$ cat src/rtl/dbg_sysbus_pkg.sv
package dbg_sysbus_pkg;

  localparam logic [1:0] SEL_CTRL = 2'd0;
  localparam logic [1:0] SEL_ADDR = 2'd1;
  localparam logic [1:0] SEL_DATA = 2'd2;

  localparam logic [2:0] ERR_NONE  = 3'd0;
  localparam logic [2:0] ERR_FAULT = 3'd2;
  localparam logic [2:0] ERR_STALE = 3'd7;

  localparam logic [1:0] RESP_OKAY = 2'b00;
  localparam logic [1:0] SIZE_32   = 2'd2;

  localparam int CB_TRIG     = 0;
  localparam int CB_SIZE     = 1;
  localparam int CB_AUTOINC  = 3;
  localparam int CB_AUTOREAD = 4;
  localparam int CB_ERR      = 5;
  localparam int CB_BUSY     = 8;

  typedef enum logic [2:0] {
    ST_IDLE,
    ST_RD_REQ,
    ST_RD_WAIT,
    ST_WR_REQ,
    ST_WR_WAIT
  } busState_e;

  typedef struct packed {
    logic wrAddr;
    logic wrCtrl;
    logic loadHost;
    logic loadBus;
    logic incAddr;
    logic setFault;
    logic setStale;
    logic bumpId;
  } strobe_t;

endpackage

$ cat src/rtl/dbg_sysbus_ctrl.sv
module dbg_sysbus_ctrl
  import dbg_sysbus_pkg::*;
(
  input  logic       clk,
  input  logic       rstN,
  input  logic       hostWe,
  input  logic       hostRe,
  input  logic [1:0] hostSel,
  input  logic       trigBit,
  input  logic [2:0] clrMask,
  input  logic [2:0] errQ,
  input  logic       autoInc,
  input  logic       autoRead,
  input  logic       arReady,
  input  logic       rValid,
  input  logic       rMatch,
  input  logic       rOkay,
  input  logic       awReady,
  input  logic       wReady,
  input  logic       bValid,
  input  logic       bMatch,
  input  logic       bOkay,
  output strobe_t    stb,
  output logic       arValid,
  output logic       awValid,
  output logic       wValid,
  output logic       busy
);

  busState_e stateQ, stateD;
  logic awDoneQ, awDoneD, wDoneQ, wDoneD;
  logic selCtrl, selAddr, selData;
  logic [2:0] errAfterClr;
  logic awNow, wNow;

  assign selCtrl = (hostSel == SEL_CTRL);
  assign selAddr = (hostSel == SEL_ADDR);
  assign selData = (hostSel == SEL_DATA);
  assign errAfterClr = (hostWe && selCtrl) ? (errQ & ~clrMask) : errQ;
  assign awNow = awDoneQ || awReady;
  assign wNow  = wDoneQ || wReady;

  always_comb begin
    stb = '0;
    stateD = stateQ;
    awDoneD = awDoneQ;
    wDoneD = wDoneQ;
    stb.wrCtrl = hostWe && selCtrl;
    if (stateQ == ST_IDLE) begin
      if (hostWe && selAddr) begin
        stb.wrAddr = 1'b1;
      end else if (hostWe && selData && errQ == ERR_NONE) begin
        stb.loadHost = 1'b1;
        stb.bumpId = 1'b1;
        stateD = ST_WR_REQ;
      end else if (hostWe && selCtrl && trigBit && errAfterClr == ERR_NONE) begin
        stb.bumpId = 1'b1;
        stateD = ST_RD_REQ;
      end else if (!hostWe && hostRe && selData && autoRead && errQ == ERR_NONE) begin
        stb.bumpId = 1'b1;
        stateD = ST_RD_REQ;
      end
    end else begin
      if ((hostWe && (selAddr || selData || (selCtrl && trigBit))) ||
          (!hostWe && hostRe && selData))
        stb.setStale = 1'b1;
      unique case (stateQ)
        ST_RD_REQ: if (arReady) stateD = ST_RD_WAIT;
        ST_RD_WAIT: if (rValid && rMatch) begin
          stb.loadBus = rOkay;
          stb.incAddr = rOkay && autoInc;
          stb.setFault = !rOkay;
          stateD = ST_IDLE;
        end
        ST_WR_REQ: begin
          if (awNow && wNow) begin
            awDoneD = 1'b0;
            wDoneD = 1'b0;
            stateD = ST_WR_WAIT;
          end else begin
            awDoneD = awNow;
            wDoneD = wNow;
          end
        end
        ST_WR_WAIT: if (bValid && bMatch) begin
          stb.incAddr = bOkay && autoInc;
          stb.setFault = !bOkay;
          stateD = ST_IDLE;
        end
        default: stateD = ST_IDLE;
      endcase
    end
  end

  always_ff @(posedge clk) begin
    if (!rstN) begin
      stateQ <= ST_IDLE;
      awDoneQ <= 1'b0;
      wDoneQ <= 1'b0;
    end else begin
      stateQ <= stateD;
      awDoneQ <= awDoneD;
      wDoneQ <= wDoneD;
    end
  end

  assign arValid = (stateQ == ST_RD_REQ);
  assign awValid = (stateQ == ST_WR_REQ) && !awDoneQ;
  assign wValid  = (stateQ == ST_WR_REQ) && !wDoneQ;
  assign busy    = (stateQ != ST_IDLE);

endmodule

$ cat src/rtl/dbg_sysbus_dp.sv
module dbg_sysbus_dp
  import dbg_sysbus_pkg::*;
#(
  parameter int DATA_W = 32,
  parameter int ID_W   = 4
) (
  input  logic              clk,
  input  logic              rstN,
  input  strobe_t           stb,
  input  logic              busy,
  input  logic [1:0]        hostSel,
  input  logic [DATA_W-1:0] hostWdata,
  output logic [DATA_W-1:0] hostRdata,
  input  logic [DATA_W-1:0] rData,
  input  logic [ID_W-1:0]   rId,
  input  logic [1:0]        rStatus,
  input  logic [ID_W-1:0]   bId,
  input  logic [1:0]        bStatus,
  output logic              rMatch,
  output logic              rOkay,
  output logic              bMatch,
  output logic              bOkay,
  output logic [DATA_W-1:0] addrQ,
  output logic [DATA_W-1:0] dataQ,
  output logic [ID_W-1:0]   idQ,
  output logic [2:0]        errQ,
  output logic              autoIncQ,
  output logic              autoReadQ
);

  localparam int STEP = DATA_W / 8;

  logic [2:0] errD;
  logic [DATA_W-1:0] ctrlWord;

  always_comb begin
    errD = errQ;
    if (stb.wrCtrl) errD = errD & ~hostWdata[CB_ERR +: 3];
    if (stb.setFault) errD = ERR_FAULT;
    else if (stb.setStale && errD == ERR_NONE) errD = ERR_STALE;
  end

  always_ff @(posedge clk) begin
    if (!rstN) begin
      addrQ <= '0;
      dataQ <= '0;
      idQ <= '0;
      errQ <= ERR_NONE;
      autoIncQ <= 1'b0;
      autoReadQ <= 1'b0;
    end else begin
      errQ <= errD;
      if (stb.wrCtrl) begin
        autoIncQ <= hostWdata[CB_AUTOINC];
        autoReadQ <= hostWdata[CB_AUTOREAD];
      end
      if (stb.wrAddr) addrQ <= hostWdata;
      else if (stb.incAddr) addrQ <= addrQ + DATA_W'(STEP);
      if (stb.loadHost) dataQ <= hostWdata;
      else if (stb.loadBus) dataQ <= rData;
      if (stb.bumpId) idQ <= idQ + 1'b1;
    end
  end

  assign rMatch = (rId == idQ);
  assign bMatch = (bId == idQ);
  assign rOkay = (rStatus == RESP_OKAY);
  assign bOkay = (bStatus == RESP_OKAY);

  always_comb begin
    ctrlWord = '0;
    ctrlWord[CB_SIZE +: 2] = SIZE_32;
    ctrlWord[CB_AUTOINC] = autoIncQ;
    ctrlWord[CB_AUTOREAD] = autoReadQ;
    ctrlWord[CB_ERR +: 3] = errQ;
    ctrlWord[CB_BUSY] = busy;
  end

  always_comb begin
    unique case (hostSel)
      SEL_ADDR: hostRdata = addrQ;
      SEL_DATA: hostRdata = dataQ;
      SEL_CTRL: hostRdata = ctrlWord;
      default:  hostRdata = '0;
    endcase
  end

endmodule

$ cat src/rtl/dbg_sysbus_access.sv
module dbg_sysbus_access
  import dbg_sysbus_pkg::*;
#(
  parameter int DATA_W = 32,
  parameter int ID_W   = 4
) (
  input  logic              clk,
  input  logic              rstN,
  input  logic              hostWe,
  input  logic              hostRe,
  input  logic [1:0]        hostSel,
  input  logic [DATA_W-1:0] hostWdata,
  output logic [DATA_W-1:0] hostRdata,
  output logic              arValid,
  input  logic              arReady,
  output logic [DATA_W-1:0] arAddr,
  output logic [ID_W-1:0]   arId,
  input  logic              rValid,
  input  logic [ID_W-1:0]   rId,
  input  logic [DATA_W-1:0] rData,
  input  logic [1:0]        rStatus,
  output logic              awValid,
  input  logic              awReady,
  output logic [DATA_W-1:0] awAddr,
  output logic [ID_W-1:0]   awId,
  output logic              wValid,
  input  logic              wReady,
  output logic [DATA_W-1:0] wData,
  input  logic              bValid,
  input  logic [ID_W-1:0]   bId,
  input  logic [1:0]        bStatus
);

  strobe_t stb;
  logic busy, rMatch, rOkay, bMatch, bOkay, autoIncQ, autoReadQ;
  logic [DATA_W-1:0] addrQ, dataQ;
  logic [ID_W-1:0] idQ;
  logic [2:0] errQ;

  dbg_sysbus_ctrl u_ctrl (
    .clk(clk), .rstN(rstN),
    .hostWe(hostWe), .hostRe(hostRe), .hostSel(hostSel),
    .trigBit(hostWdata[CB_TRIG]), .clrMask(hostWdata[CB_ERR +: 3]),
    .errQ(errQ), .autoInc(autoIncQ), .autoRead(autoReadQ),
    .arReady(arReady), .rValid(rValid), .rMatch(rMatch), .rOkay(rOkay),
    .awReady(awReady), .wReady(wReady),
    .bValid(bValid), .bMatch(bMatch), .bOkay(bOkay),
    .stb(stb), .arValid(arValid), .awValid(awValid), .wValid(wValid), .busy(busy)
  );

  dbg_sysbus_dp #(.DATA_W(DATA_W), .ID_W(ID_W)) u_dp (
    .clk(clk), .rstN(rstN), .stb(stb), .busy(busy),
    .hostSel(hostSel), .hostWdata(hostWdata), .hostRdata(hostRdata),
    .rData(rData), .rId(rId), .rStatus(rStatus), .bId(bId), .bStatus(bStatus),
    .rMatch(rMatch), .rOkay(rOkay), .bMatch(bMatch), .bOkay(bOkay),
    .addrQ(addrQ), .dataQ(dataQ), .idQ(idQ), .errQ(errQ),
    .autoIncQ(autoIncQ), .autoReadQ(autoReadQ)
  );

  assign arAddr = addrQ;
  assign awAddr = addrQ;
  assign arId = idQ;
  assign awId = idQ;
  assign wData = dataQ;

endmodule

$ cat config.mk
export PLATFORM = sky130hd
export DESIGN_NAME = dbg_sysbus_access
export DESIGN_NICKNAME = d
export VERILOG_FILES = /design/src/rtl/dbg_sysbus_pkg.sv /design/src/rtl/dbg_sysbus_ctrl.sv /design/src/rtl/dbg_sysbus_dp.sv /design/src/rtl/dbg_sysbus_access.sv
export SDC_FILE = /design/constraint.sdc
export NUM_CORES = 1
export LEC_CHECK = 0
export ABC_CLOCK_PERIOD_IN_PS = 2250
export BUFFER_PORTS_ARGS = -buffer_cell sky130_fd_sc_hd__clkbuf_2
export CAP_MARGIN = 40
export CORE_AREA = 4 4 98 137
export DETAILED_ROUTE_END_ITERATION = 16
export DIE_AREA = 0 0 102 141
export HOLD_SLACK_MARGIN = 0.1
export PLACE_DENSITY = 0.77
export SYNTH_ARGS = -nofsm -noshare
export SYNTH_HDL_FRONTEND = slang
export SYNTH_SLANG_ARGS = --single-unit
$ cat constraint.sdc
create_clock -name clk -period 2.25 [get_ports clk]
set_clock_uncertainty 0.05 [all_clocks]
set_input_delay 0.1125 -clock clk [delete_from_list [all_inputs] [get_ports clk]]
set_output_delay 0.1125 -clock clk [all_outputs]
set_load 0.02 [all_outputs]
## Word-level counts from Yosys, hierarchy flattened

Cells that the tools add are included.

- Flip-flop bits (word level): 78
- Input bits: 87
- Output and inout port bits: 139
- Word-level logic and storage cells: 108

- Add/sub/neg operators: 2
- Eq/ne operators: 14
- Mux-type cells: 36
- Bitwise operators: 4
- Reduce and logical (&&, ||, !) cells: 42

Operator list:

| operator | count |
|---|---|
| 2-to-1 mux 32 bit | 4 |
| case mux 32 bit (3 select lines) | 1 |
| 2-to-1 mux 3 bit | 12 |
| adder 32 x 3 -> 32 bit, second input constant | 1 |
| logical AND 1 bit | 20 |
| 2-to-1 mux 1 bit | 14 |
| inequality test 3 x 1 -> 1 bit, second input constant | 4 |
| case mux 3 bit (4 select lines) | 1 |
| logical NOT 3 bit | 3 |
| equality test 4 bit | 2 |
| equality test 3 x 2 -> 1 bit, second input constant | 2 |
| logical NOT 2 bit | 3 |
| AND reduction 6 bit | 1 |
| logical NOT 1 bit | 5 |
| logical OR 1 bit | 5 |
| adder 4 x 1 -> 4 bit, second input constant | 1 |
| 2-to-1 mux 2 bit | 2 |
| 2-to-1 mux 4 bit | 1 |
| inequality test 4 bit, second input constant | 1 |
| case mux 2 bit (2 select lines) | 1 |
| nonzero test 2 bit | 2 |
| bitwise AND 3 bit | 1 |
| equality test 3 x 1 -> 1 bit, second input constant | 1 |
| equality test 3 bit, second input constant | 1 |
| 8 further kinds | 9 |

## Logic depth before layout (Yosys ltp)

Gate-level depths: netlist of the first run.

- Depth after elaboration: 10
- Mapped depth: 10
- Gate-level depth less buffers: 8

## Cells and area by module

From an unflattened synthesis of the first run, not the netlist that was laid out.

- Cells, all modules: 635
- Area total of the unflattened synthesis: 5092.4 um^2

By module, submodules not included:

| module | instances | cells each | area an instance (um^2) | seq. area each (um^2) |
|---|---|---|---|---|
| dbg_sysbus_dp | 1 | 520 | 4251.6 | 1461.4 |
| dbg_sysbus_ctrl | 1 | 79 | 570.5 | 100.1 |
| dbg_sysbus_access | 1 | 36 | 270.3 | 0.0 |

## Worst setup path before layout of the first run

OpenSTA, ideal clock, no wires.

- Path type: register to register
- Start: register u_dp.idQ[3]
- End: register u_dp.addrQ[30]
- Library setup time: 0.074 ns
- Arrival: 2.239 ns
- Setup slack: -0.114 ns
- Stages on the path, launching flop included: 8
- Buffers on the path: 1
- Clock period less this slack: 2.364 ns
- Path through: dfxtp_1 -> xnor2_2 -> nand2_2 -> or4_4 -> buf_6 -> a21o_4 -> or4_1 -> a31oi_1

- Longest elaborated chain between the ends: 6
- Elaborated cells between the ends (all ways): 9
- Classes of those cells: 2 x eq/ne; 4 x mux; 3 x reduce/logical

RTL lines:

| element | line | text |
|---|---|---|
| start, declared | dbg_sysbus_dp.sv:25 | `output logic [ID_W-1:0] idQ,` |
| start signal, assigned | dbg_sysbus_dp.sv:61 | `if (stb.bumpId) idQ <= idQ + 1'b1;` |
| equality test 4 bit (on tied branches) | dbg_sysbus_dp.sv:66, dbg_sysbus_dp.sv:65 |  |
| logical AND 1 bit (on tied branches) | dbg_sysbus_ctrl.sv:85, dbg_sysbus_ctrl.sv:69 |  |
| 2-to-1 mux 2 bit / 2-to-1 mux 3 bit (equally long branches) | dbg_sysbus_ctrl.sv:85, dbg_sysbus_ctrl.sv:69 |  |
| case mux 2 bit (2 select lines) * | dbg_sysbus_ctrl.sv:67 | `unique case (stateQ)` |
| 2-to-1 mux 4 bit * | dbg_sysbus_ctrl.sv:49 | `if (stateQ == ST_IDLE) begin` |
| nonzero test 2 bit (no source line) * | - |  |
| end signal, assigned | dbg_sysbus_dp.sv:57 | `if (stb.wrAddr) addrQ <= hostWdata;` |
| end signal, assigned | dbg_sysbus_dp.sv:58 | `else if (stb.incAddr) addrQ <= addrQ + DATA_W'(STEP);` |
| end, declared | dbg_sysbus_dp.sv:23 | `output logic [DATA_W-1:0] addrQ,` |

Mark *: on every way between the ends. The rest lies on a longest branch, timed or not.
A chain may end at the register's enable or synchronous reset.

## Worst setup path in the final report of the first run

- Start: register u_dp.idQ[3]
- End: register u_dp.addrQ[28]

The elaborated chain is that of the path after synthesis.

==> summary.md, run 1 <==
| Metric | Value |
|---|---|
| Outcome | `finished clean` |
| Worst R2R Path Depth | `8` |
| Max Clk Rate | `455.7 MHz` |
| Tcrit/Tclk final | `97.53%` |
| Max-slew headroom | `63.36%` |
| # DRC | `0` |
| Worst Hold Depth | `3` |
| Net Count, Synth | `715` |
| GR Overflow Total | `0` |
| CTS root buf | `clkbuf_16` |
| Synthesized cell area | `4921 µm²` |
| Avg Cell Area, Syn | `7.912 µm²` |
| GRT Resource Usage Total | `24.95%` |
| # Max-Cap Violations | `0` |
| Htree depth | `3` |
| Post-synth EDFFs | `0` |
| CP Launch Type | `flip-flop` |
| Place WS | `-0.08112 ns` |
| Via density | `5.487` |
| # diodes | `0` |
| Cell variety after synth | `56` |
| Maximum vdd drop | `0.0003600 V` |
| CTS tree | `built` |
| Final TNS setup | `0 ns` |
| Clock-pin slew on the worst setup and hold paths | `0.06 ns` |
| Top cells by area, synth | `dfxtp_1 (32%), mux2i_1 (7.7%), nor2_1 (7.5%)` |
| Detailed placement HPWL | `12.64 mm` |
| Least-Margin Pin Slew | `0.5446 ns` |
| Bufs on Longest Clock Path | `2` |
| Nets | `992` |
| Worst setup EP type | `flip-flop` |
| Row count | `48` |
| First-pass GRT wire length | `28.68 mm` |
| Clock Sinks | `78` |
| Critical Path AT | `2.41 ns` |
| Synth async-reset ratio | `0%` |
| Core Region | `12250 µm²` |
| Slew Viols, Final | `0` |
| # port buffers | `225` |
| Reg2reg start | `u_dp.idQ[3]` |
| Yosys top cell by area | `dfxtp_1` |
| Final Wtd Congestion | `0.8545` |
| Cells after synthesis | `622` |
| CTS Buf Count | `9` |
| Hold WC Path Type | `in2reg` |
| Vias | `5783` |
| Share of layout cells above drive strength 1 | `35.95%` |
| Final core occ | `59.80%` |
| Die Y | `141 µm` |
| Worst Hold Path EP | `u_ctrl.stateQ[2]` |
| Crit-path max FO | `7` |
| Final WS setup | `0.05566 ns` |
| WL final | `18.40 mm` |
| CP required | `2.46 ns` |
| Pwr dens | `562.8 nW/µm²` |
| Die Wd | `102 µm` |
| Worst reg2reg endpoint | `u_dp.addrQ[28]` |
| Vias in the first global route | `5753` |
| Final setup violation count | `0` |
| Initial DRC Count | `352` |
| Initial Utilization | `40.17%` |
| First-pass iteration count of the detailed router | `6` |
| YS warnings | `0` |
| Maximum number of pins on one net before global-route repair | `41` |
| Pleak | `0.003174 µW` |
| Routed WL per cell | `17.46 µm` |
| Worst Hold Launch | `rstN` |
| Power Total | `4124 µW` |
| Antenna-violating nets left | `0` |
| Layout area overhead | `48.89%` |
| Critical setup path kind | `reg2reg` |
| Die Area | `14380 µm²` |
| Ports | `226` |
| Hold Violations, Final | `0` |
| #FFs+latches synth | `78` |
| Area share of the leading cell type in the synthesized netlist | `31.73%` |
| Most used DFF post-synth | `dfxtp_1` |
| Fin crit period | `2.194 ns` |
| R2r setup slk | `0.06 ns` |
| Clock latency on the worst-skew pair | `0.34 ns` |
| Post-synthesis sequential area ratio | `31.73%` |
| Initial antenna violation count | `0` |
## sequential cells by signal, summed over array words and instances, names as in the netlist
signal,flops
u_dp.errQ,3
u_ctrl.wDoneQ,1
u_dp.autoIncQ,1
u_dp.autoReadQ,1
u_dp.dataQ,32
u_dp.idQ,4
u_ctrl.stateQ,3
u_dp.addrQ,32
u_ctrl.awDoneQ,1
## layer usage
| layer | wire length [µm] | part of all wire, % | global-route usage [%] |
|---|---|---|---|
| met1 | 6675 | 36 | 27.40 |
| met2 | 9858 | 54 | 45.70 |
| met3 | 1156 | 6.3 | 3.861 |
| met4 | 707 | 3.8 | 11.68 |
| met5 | 0 | 0 | 0 |
## cells in the mapped netlist (9+ instances only)
| master | number |
|---|---|
| o21ai_0 | 13 |
| nand3_1 | 17 |
| a31oi_1 | 13 |
| clkbuf_1 | 38 |
| a22oi_1 | 28 |
| a211oi_1 | 39 |
| nand2_1 | 47 |
| inv_1 | 10 |
| nor2_1 | 98 |
| mux2i_1 | 38 |
| buf_4 | 37 |
| dfxtp_1 | 78 |
| a21oi_1 | 31 |
| o21a_1 | 9 |
## critical path, cell delays in order (launching register included)
cell and delay [ns]:
dfxtp_4 0.36, xor2_2 0.19, nor4_4 0.38, nand4_2 0.15, buf_6 0.16, a21o_4 0.23
buf_4 0.14, or3_1 0.31, a31oi_1 0.15
## timing repair
| item | CTS | global route |
|---|---|---|
| resized for setup | 0 | 17 |
| pin swaps | 2 | 9 |
| hold buffers | 69 | 0 |
| setup buffers | 1 | 7 |
| hold endpoints to repair | 68 | 0 |
| setup endpoints to repair | 4 | 8 |
## power by group
group          leakage, µW  internal (µW)  total [µW]  switching [µW]
clock             0.000166           1060        1620             564
combinational      0.00237            403         946             543
sequential        0.000637           1470        1550            86.2
total              0.00317           2930        4120            1190
## metrics by stage
step | cell area, µm² | hold WS (ns) | cells
global placement | 6153 | 0.3137 | 960
global route | 7327 | 0.1871 | 1054
finish | 7327 | 0.1767 | 1054
CTS | 7202 | 0.1663 | 1047
detailed placement | 6168 | 0.3196 | 961
floorplan | 4926 | 0.1985 | 622
## cell type report
cell class	instances	area (µm²)
inverters	10	37.54
fillers	1105	4925
flip-flops and latches	78	1572
repair buffers	345	2248
clock buffers	13	270.3
well taps	150	187.7
clock inverters	3	65.06
multi-input cells	455	2947
## kinds of logic (layout without fill, tap and decap cells)
family          after synthesis  in the layout  synth area share [%]
xor+xnor                     15             15                 2.822
flops                        78             78                 31.73
simple gates                226            226                 21.71
mux                          41             41                 8.416
compound gates              167            167                 23.95
fa+ha+maj                     6              6                 1.526
buf+inv                      89            371                 9.840
## cell usage in the layout, fill, tap and decap left out, types with 9 or more instances in the layout
cell | netlist | layout
dlygate4sd3_1 | 0 | 69
dfxtp_1 | 78 | 72
clkbuf_16 | 0 | 9
mux2i_1 | 38 | 38
inv_1 | 10 | 9
a31oi_1 | 13 | 13
nand2_1 | 47 | 46
buf_4 | 37 | 46
a22oi_1 | 28 | 28
nand3_1 | 17 | 15
o21ai_0 | 13 | 13
clkbuf_2 | 0 | 225
a21oi_1 | 31 | 30
a211oi_1 | 39 | 39
o21a_1 | 9 | 9
nor2_1 | 98 | 97
## worst max path at each step
stage	startpoint	end	slack, ns	cells after the start
finish	u_dp.idQ[3]	u_dp.addrQ[28]	0.06	8
floorplan	u_dp.idQ[3]	u_dp.addrQ[30]	0.01	7
detailed placement	u_dp.idQ[3]	u_dp.addrQ[30]	-0.08	6
global placement	u_dp.idQ[3]	u_dp.addrQ[30]	-0.04	6
global route	u_ctrl.stateQ[2]	u_dp.dataQ[9]	-0.08	5
CTS	u_dp.idQ[0]	u_dp.addrQ[30]	0.01	7
No activity file was read; power rests on OpenSTA's default activity.
==> run 2: changes to the inputs <==
BUFFER_PORTS_ARGS = not set   (was -buffer_cell sky130_fd_sc_hd__clkbuf_2)
DONT_BUFFER_PORTS = 1   (was not set)
PLACE_DENSITY = 0.61   (was 0.77)
==> summary.md, run 2 (synthesis results as in run 1) <==
| Metric | Value |
|---|---|
| GR Overflow Total | `0` |
| Seq pwr share | `41.1%` |
| Clk pwr share | `39.9%` |
| Routed WL per cell | `19.97 µm` |
| Core Region | `12250 µm²` |
| Most frequent cells in the layout | `nor2_1 (98), buf_4 (92), dlygate4sd3_1 (73), dfxtp_1 (72), nand2_1 (46)` |
| Worst reg2reg endpoint | `u_dp.addrQ[30]` |
| Worst Hold Depth | `4` |
| NetSw | `1157 µW` |
| Area of the multi-input gates | `2912 µm²` |
| First-pass iteration count of the detailed router | `5` |
| Critical path endpoint | `u_dp.addrQ[30]` |
| Die Y | `141 µm` |
| First-pass GRT wire length | `26.75 mm` |
| Critical Path AT | `2.42 ns` |
| Pwr dens | `600.4 nW/µm²` |
| Clock Sinks | `78` |
| Clock latency on the worst-skew pair | `0.34 ns` |
| CTS root buf | `clkbuf_16` |
| # Max-Cap Violations | `0` |
| # port buffers | `0` |
| Place WS | `-0.1033 ns` |
| Switching portion of total power | `29.53%` |
| CTS tree | `built` |
| Final Wtd Congestion | `0.8453` |
| Die Area | `14380 µm²` |
| Initial antenna violation count | `0` |
| Worst R2R Path Depth | `6` |
| RSZ-0062 raised after global routing | `yes` |
| CP required | `2.47 ns` |
| FILL cells | `1166` |
| WL final | `17.53 mm` |
| Initial Utilization | `40.17%` |
| Tcrit/Tclk final | `98.02%` |
| Most common cell after layout, fill and taps aside | `nor2_1` |
| # diodes | `0` |
| CP max-delay cell | `or4_4` |
| Dpl cell area | `5415 µm²` |
| Internal power | `2762 µW` |
| Combinational share of power | `18.9%` |
| Nets | `816` |
| Critical setup path kind | `reg2reg` |
| GRT Resource Usage Total | `23.57%` |
| Clock-pin slew on the worst setup and hold paths | `0.06 ns` |
| Largest regs | `u_dp.addrQ (32), u_dp.dataQ (32), u_dp.idQ (4)` |
| Critical path launch point | `u_dp.idQ[2]` |
| Max incr delay on CP | `0.49 ns` |
| Bufs on Longest Clock Path | `2` |
| Via density | `5.867` |
| Final setup violation count | `0` |
| Htree depth | `3` |
| Maximum vdd drop | `0.0003351 V` |
| Max Clk Rate | `453.4 MHz` |
| Die Wd | `102 µm` |
| Reg2reg start | `u_dp.idQ[2]` |
| Hold Violations, Final | `0` |
| Slew Viols, Final | `0` |
| Antenna-violating nets left | `0` |
| CP Launch Type | `flip-flop` |
| Detailed placement HPWL | `12.24 mm` |
| CTS Buf Count | `9` |
| R2r setup slk | `0.04 ns` |
| Layout area overhead | `32.67%` |
| Maximum number of pins on one net before global-route repair | `55` |
| Share of layout cells above drive strength 1 | `19.09%` |
| Fin crit period | `2.205 ns` |
| Max-slew headroom | `33.56%` |
| Hold WS | `0.1199 ns` |
| Initial DRC Count | `323` |
| # DRC | `0` |
| Hold WC Path Type | `in2reg` |
| Row count | `48` |
| Least-Margin Pin Slew | `0.9934 ns` |
| Post-Layout Inst Area | `6529 µm²` |
| Final WS setup | `0.04452 ns` |
| Register Area | `1569 µm²` |
| Vias | `5151` |
| Pleak | `0.002417 µW` |
| Crit-path max FO | `6` |
| Outcome | `finished clean` |
| Vias in the first global route | `5206` |
| CP cell instances | `xor2_1, nand2b_1, or4_4, a21o_4, or4_1, a31oi_1` |
| Ports | `226` |
| Worst setup EP type | `flip-flop` |
-- run 2: changes by cell type in the layout (fill, tap and decap cells not counted), sizes merged --
cell	before	now
clkbuf	238	14
clkinv	1	0
bufinv	2	1
dlygate4sd3	69	73
clkinvlp	0	1
buf	51	96
-- run 2: repair_timing --
item,in CTS,in global routing
pin swaps,2,2
setup endpoints to repair,8,14
hold buffers,73,0
setup buffers,2,2
hold endpoints to repair,74,0
resized for setup,0,9
-- run 2: per-stage QoR --
step	setup TNS (ns)	instances	total power [µW]	util (%)
3_5_place_dp	-0.5105	785	2245	44.20
4_1_cts	0	876	3936	52.91
2_1_floorplan	0	622	2079	-
6_report	0	878	3920	53.29
5_1_grt	-0.03657	878	4083	53.29
3_3_place_gp	-0.01387	785	2226	44.20
-- run 2: layout make-up --
cell class                 instances  area share [%]
tap                              150           2.875
clock buffer                      14           4.350
clock inverter                     2          0.5749
inverter                          10          0.5749
sequential                        78           24.03
timing repair buffer             169           23.00
multi-input combinational        455           44.60
-- run 2: worst min path at each step --
stage                        startpoint              to  slack (ns)
after floorplan           hostWdata[15]  u_dp.addrQ[15]        0.20
after global placement             rstN  u_dp.addrQ[19]        0.18
after detailed placement           rstN  u_dp.addrQ[19]        0.19
after CTS                        hostWe    u_dp.errQ[2]        0.11
after global routing             bValid  u_dp.addrQ[16]        0.14
final                            hostWe    u_dp.errQ[2]        0.12
-- run 2: worst max-delay path: cells and delay by family (launching register included) --
family,cells,cell delay (ns)
compound gates,2,0.43
xor+xnor,1,0.19
flops,1,0.35
simple gates,3,1.12
-- run 2: power by group through the flow --
stage	logic, µW	registers, µW	clock network, µW
2_1_floorplan	415	1660	0
3_3_place_gp	591	1630	0
5_1_grt	804	1620	1660
6_report	742	1610	1570
4_1_cts	731	1610	1600
3_5_place_dp	606	1640	0
-- run 2: per-layer routing --
metal | vias up | global-route usage, % | part of all wire [%]
met5 | - | 0 | 0
met3 | 22 | 5.644 | 7.7
met1 | 2486 | 26.37 | 37
li1 | 2432 | - | -
met4 | 0 | 7.740 | 1.8
met2 | 211 | 42.89 | 53
==> run 3: changes to the inputs <==
CORE_AREA = 4 4 89 125   (was 4 4 98 137)
CTS_BUF_LIST = sky130_fd_sc_hd__clkbuf_4   (was not set)
DIE_AREA = 0 0 93 129   (was 0 0 102 141)
PLACE_DENSITY = 0.7   (was 0.61)
==> summary.md, run 3 (synthesis results as in run 1) <==
| Metric | Value |
|---|---|
| Outcome | `finished clean` |
| # diodes | `0` |
| Initial Utilization | `49.71%` |
| Met3 Usage GRT | `6.550%` |
| Met1 usage | `30.06%` |
| Slew Viols, Final | `0` |
| Core Region | `9899 µm²` |
| Pwr dens | `506.4 nW/µm²` |
| Vias | `5212` |
| Bufs on Longest Clock Path | `2` |
| Detailed placement HPWL | `11.65 mm` |
| Hold Violations, Final | `0` |
| CTS root buf | `clkbuf_4` |
| First-pass iteration count of the detailed router | `5` |
| Final core occ | `63.26%` |
| Final setup violation count | `0` |
| Maximum number of pins on one net before global-route repair | `41` |
| Routed WL per cell | `20.26 µm` |
| Initial antenna violation count | `0` |
| Placed insts | `749` |
| Final Wtd Congestion | `0.8534` |
| Antenna-violating nets left | `0` |
| GRT busiest layer | `met2` |
| Vias in the first global route | `5244` |
| GR Overflow Total | `0` |
| Share of layout cells above drive strength 1 | `17.02%` |
| CTS Buf Count | `9` |
| CP required | `2.55 ns` |
| # port buffers | `0` |
| Largest regs | `u_dp.addrQ (32), u_dp.dataQ (32), u_dp.idQ (4)` |
| CTS tree | `built` |
| Via density | `6.161` |
| Row count | `43` |
| Hold WC Path Type | `in2reg` |
| Most common cell after layout, fill and taps aside | `nor2_1` |
| Most frequent cells in the layout | `nor2_1 (98), dlygate4sd3_1 (76), dfxtp_1 (73), buf_4 (70), nand2_1 (46)` |
| CP Launch Type | `flip-flop` |
| GRT Resource Usage Total | `27.76%` |
| # Max-Cap Violations | `0` |
| Met2 Use GR | `51.93%` |
| Die Wd | `93 µm` |
| Least-Margin Pin Slew | `0.9089 ns` |
| Layout area overhead | `27.26%` |
| Clock-pin slew on the worst setup and hold paths | `0.12 ns` |
| R2r setup slk | `0.05 ns` |
| Die Area | `12000 µm²` |
| Max-slew headroom | `39.20%` |
| Worst setup EP type | `flip-flop` |
| Tcrit/Tclk final | `97.94%` |
| WL final | `17.14 mm` |
| Non-filler cells, final | `846` |
| Max Clk Rate | `453.8 MHz` |
| Crit-path max FO | `6` |
| Nets | `799` |
| Post-Layout Inst Area | `6262 µm²` |
| Power Total | `3171 µW` |
| # DRC | `0` |
| Critical setup path kind | `reg2reg` |
| Die Y | `129 µm` |
| Clock Sinks | `78` |
| Pleak | `0.002246 µW` |
| Htree depth | `3` |
| Initial DRC Count | `359` |
| Critical Path AT | `2.50 ns` |
| Dpl cell area | `5221 µm²` |
| Fin crit period | `2.204 ns` |
| Maximum vdd drop | `0.0003188 V` |
| Ports | `226` |
| First-pass GRT wire length | `26.57 mm` |
| Clock latency on the worst-skew pair | `0.44 ns` |
-- run 3: report_power, final --
part	switching (µW)	internal (µW)
Combinational	432	308
Sequential	150	1460
Clock	497	321
Total	1080	2090
-- run 3: final timing paths --
path	from	depth (start not counted)	to
max	u_dp.idQ[0]	7	u_dp.addrQ[18]
min reg2reg	u_ctrl.wDoneQ	2	u_ctrl.wDoneQ
min	bStatus[0]	4	u_dp.errQ[2]
max reg2reg	u_dp.idQ[0]	7	u_dp.addrQ[18]
-- run 3: timing repair --
item,in CTS,in global routing
pin swaps,1,13
gates resized for setup,0,22
hold buffers,76,0
hold endpoints to repair,78,0
endpoints found under the setup margin,3,42
buffers inserted,1,4
-- run 3: stage by stage --
| step | worst slack, ns | hold slack (ns) | setup TNS (ns) |
|---|---|---|---|
| after floorplan | 0.01039 | 0.1985 | 0 |
| after global placement | 0.04882 | 0.1853 | 0 |
| after detailed placement | -0.009398 | 0.1865 | -0.009398 |
| after CTS | 0.01426 | 0.1045 | 0 |
| after global routing | -0.01677 | 0.1534 | -0.03749 |
| final | 0.04638 | 0.1420 | 0 |
-- run 3: layout make-up --
class	count	area, µm²
clock buffer	9	67.56
clock inverter	7	55.05
fill	854	3637
inverter	10	37.54
multi-input combinational	455	2969
sequential	78	1575
tap	135	168.9
timing repair buffer	152	1389
-- run 3: worst max-delay path: stages, from the launching register on --
cell     delay, ns
dfxtp_4       0.39
xnor2_2       0.15
nand2_2       0.09
or4_4         0.58
a21o_4        0.27
buf_4         0.14
or3_1         0.30
a31oi_1       0.16
-- run 3: metal layers --
metal,wire (µm),vias to the layer above
li1,-,2393
met1,6376,2551
met3,1198,32
met5,0,-
met4,338,0
met2,9225,236
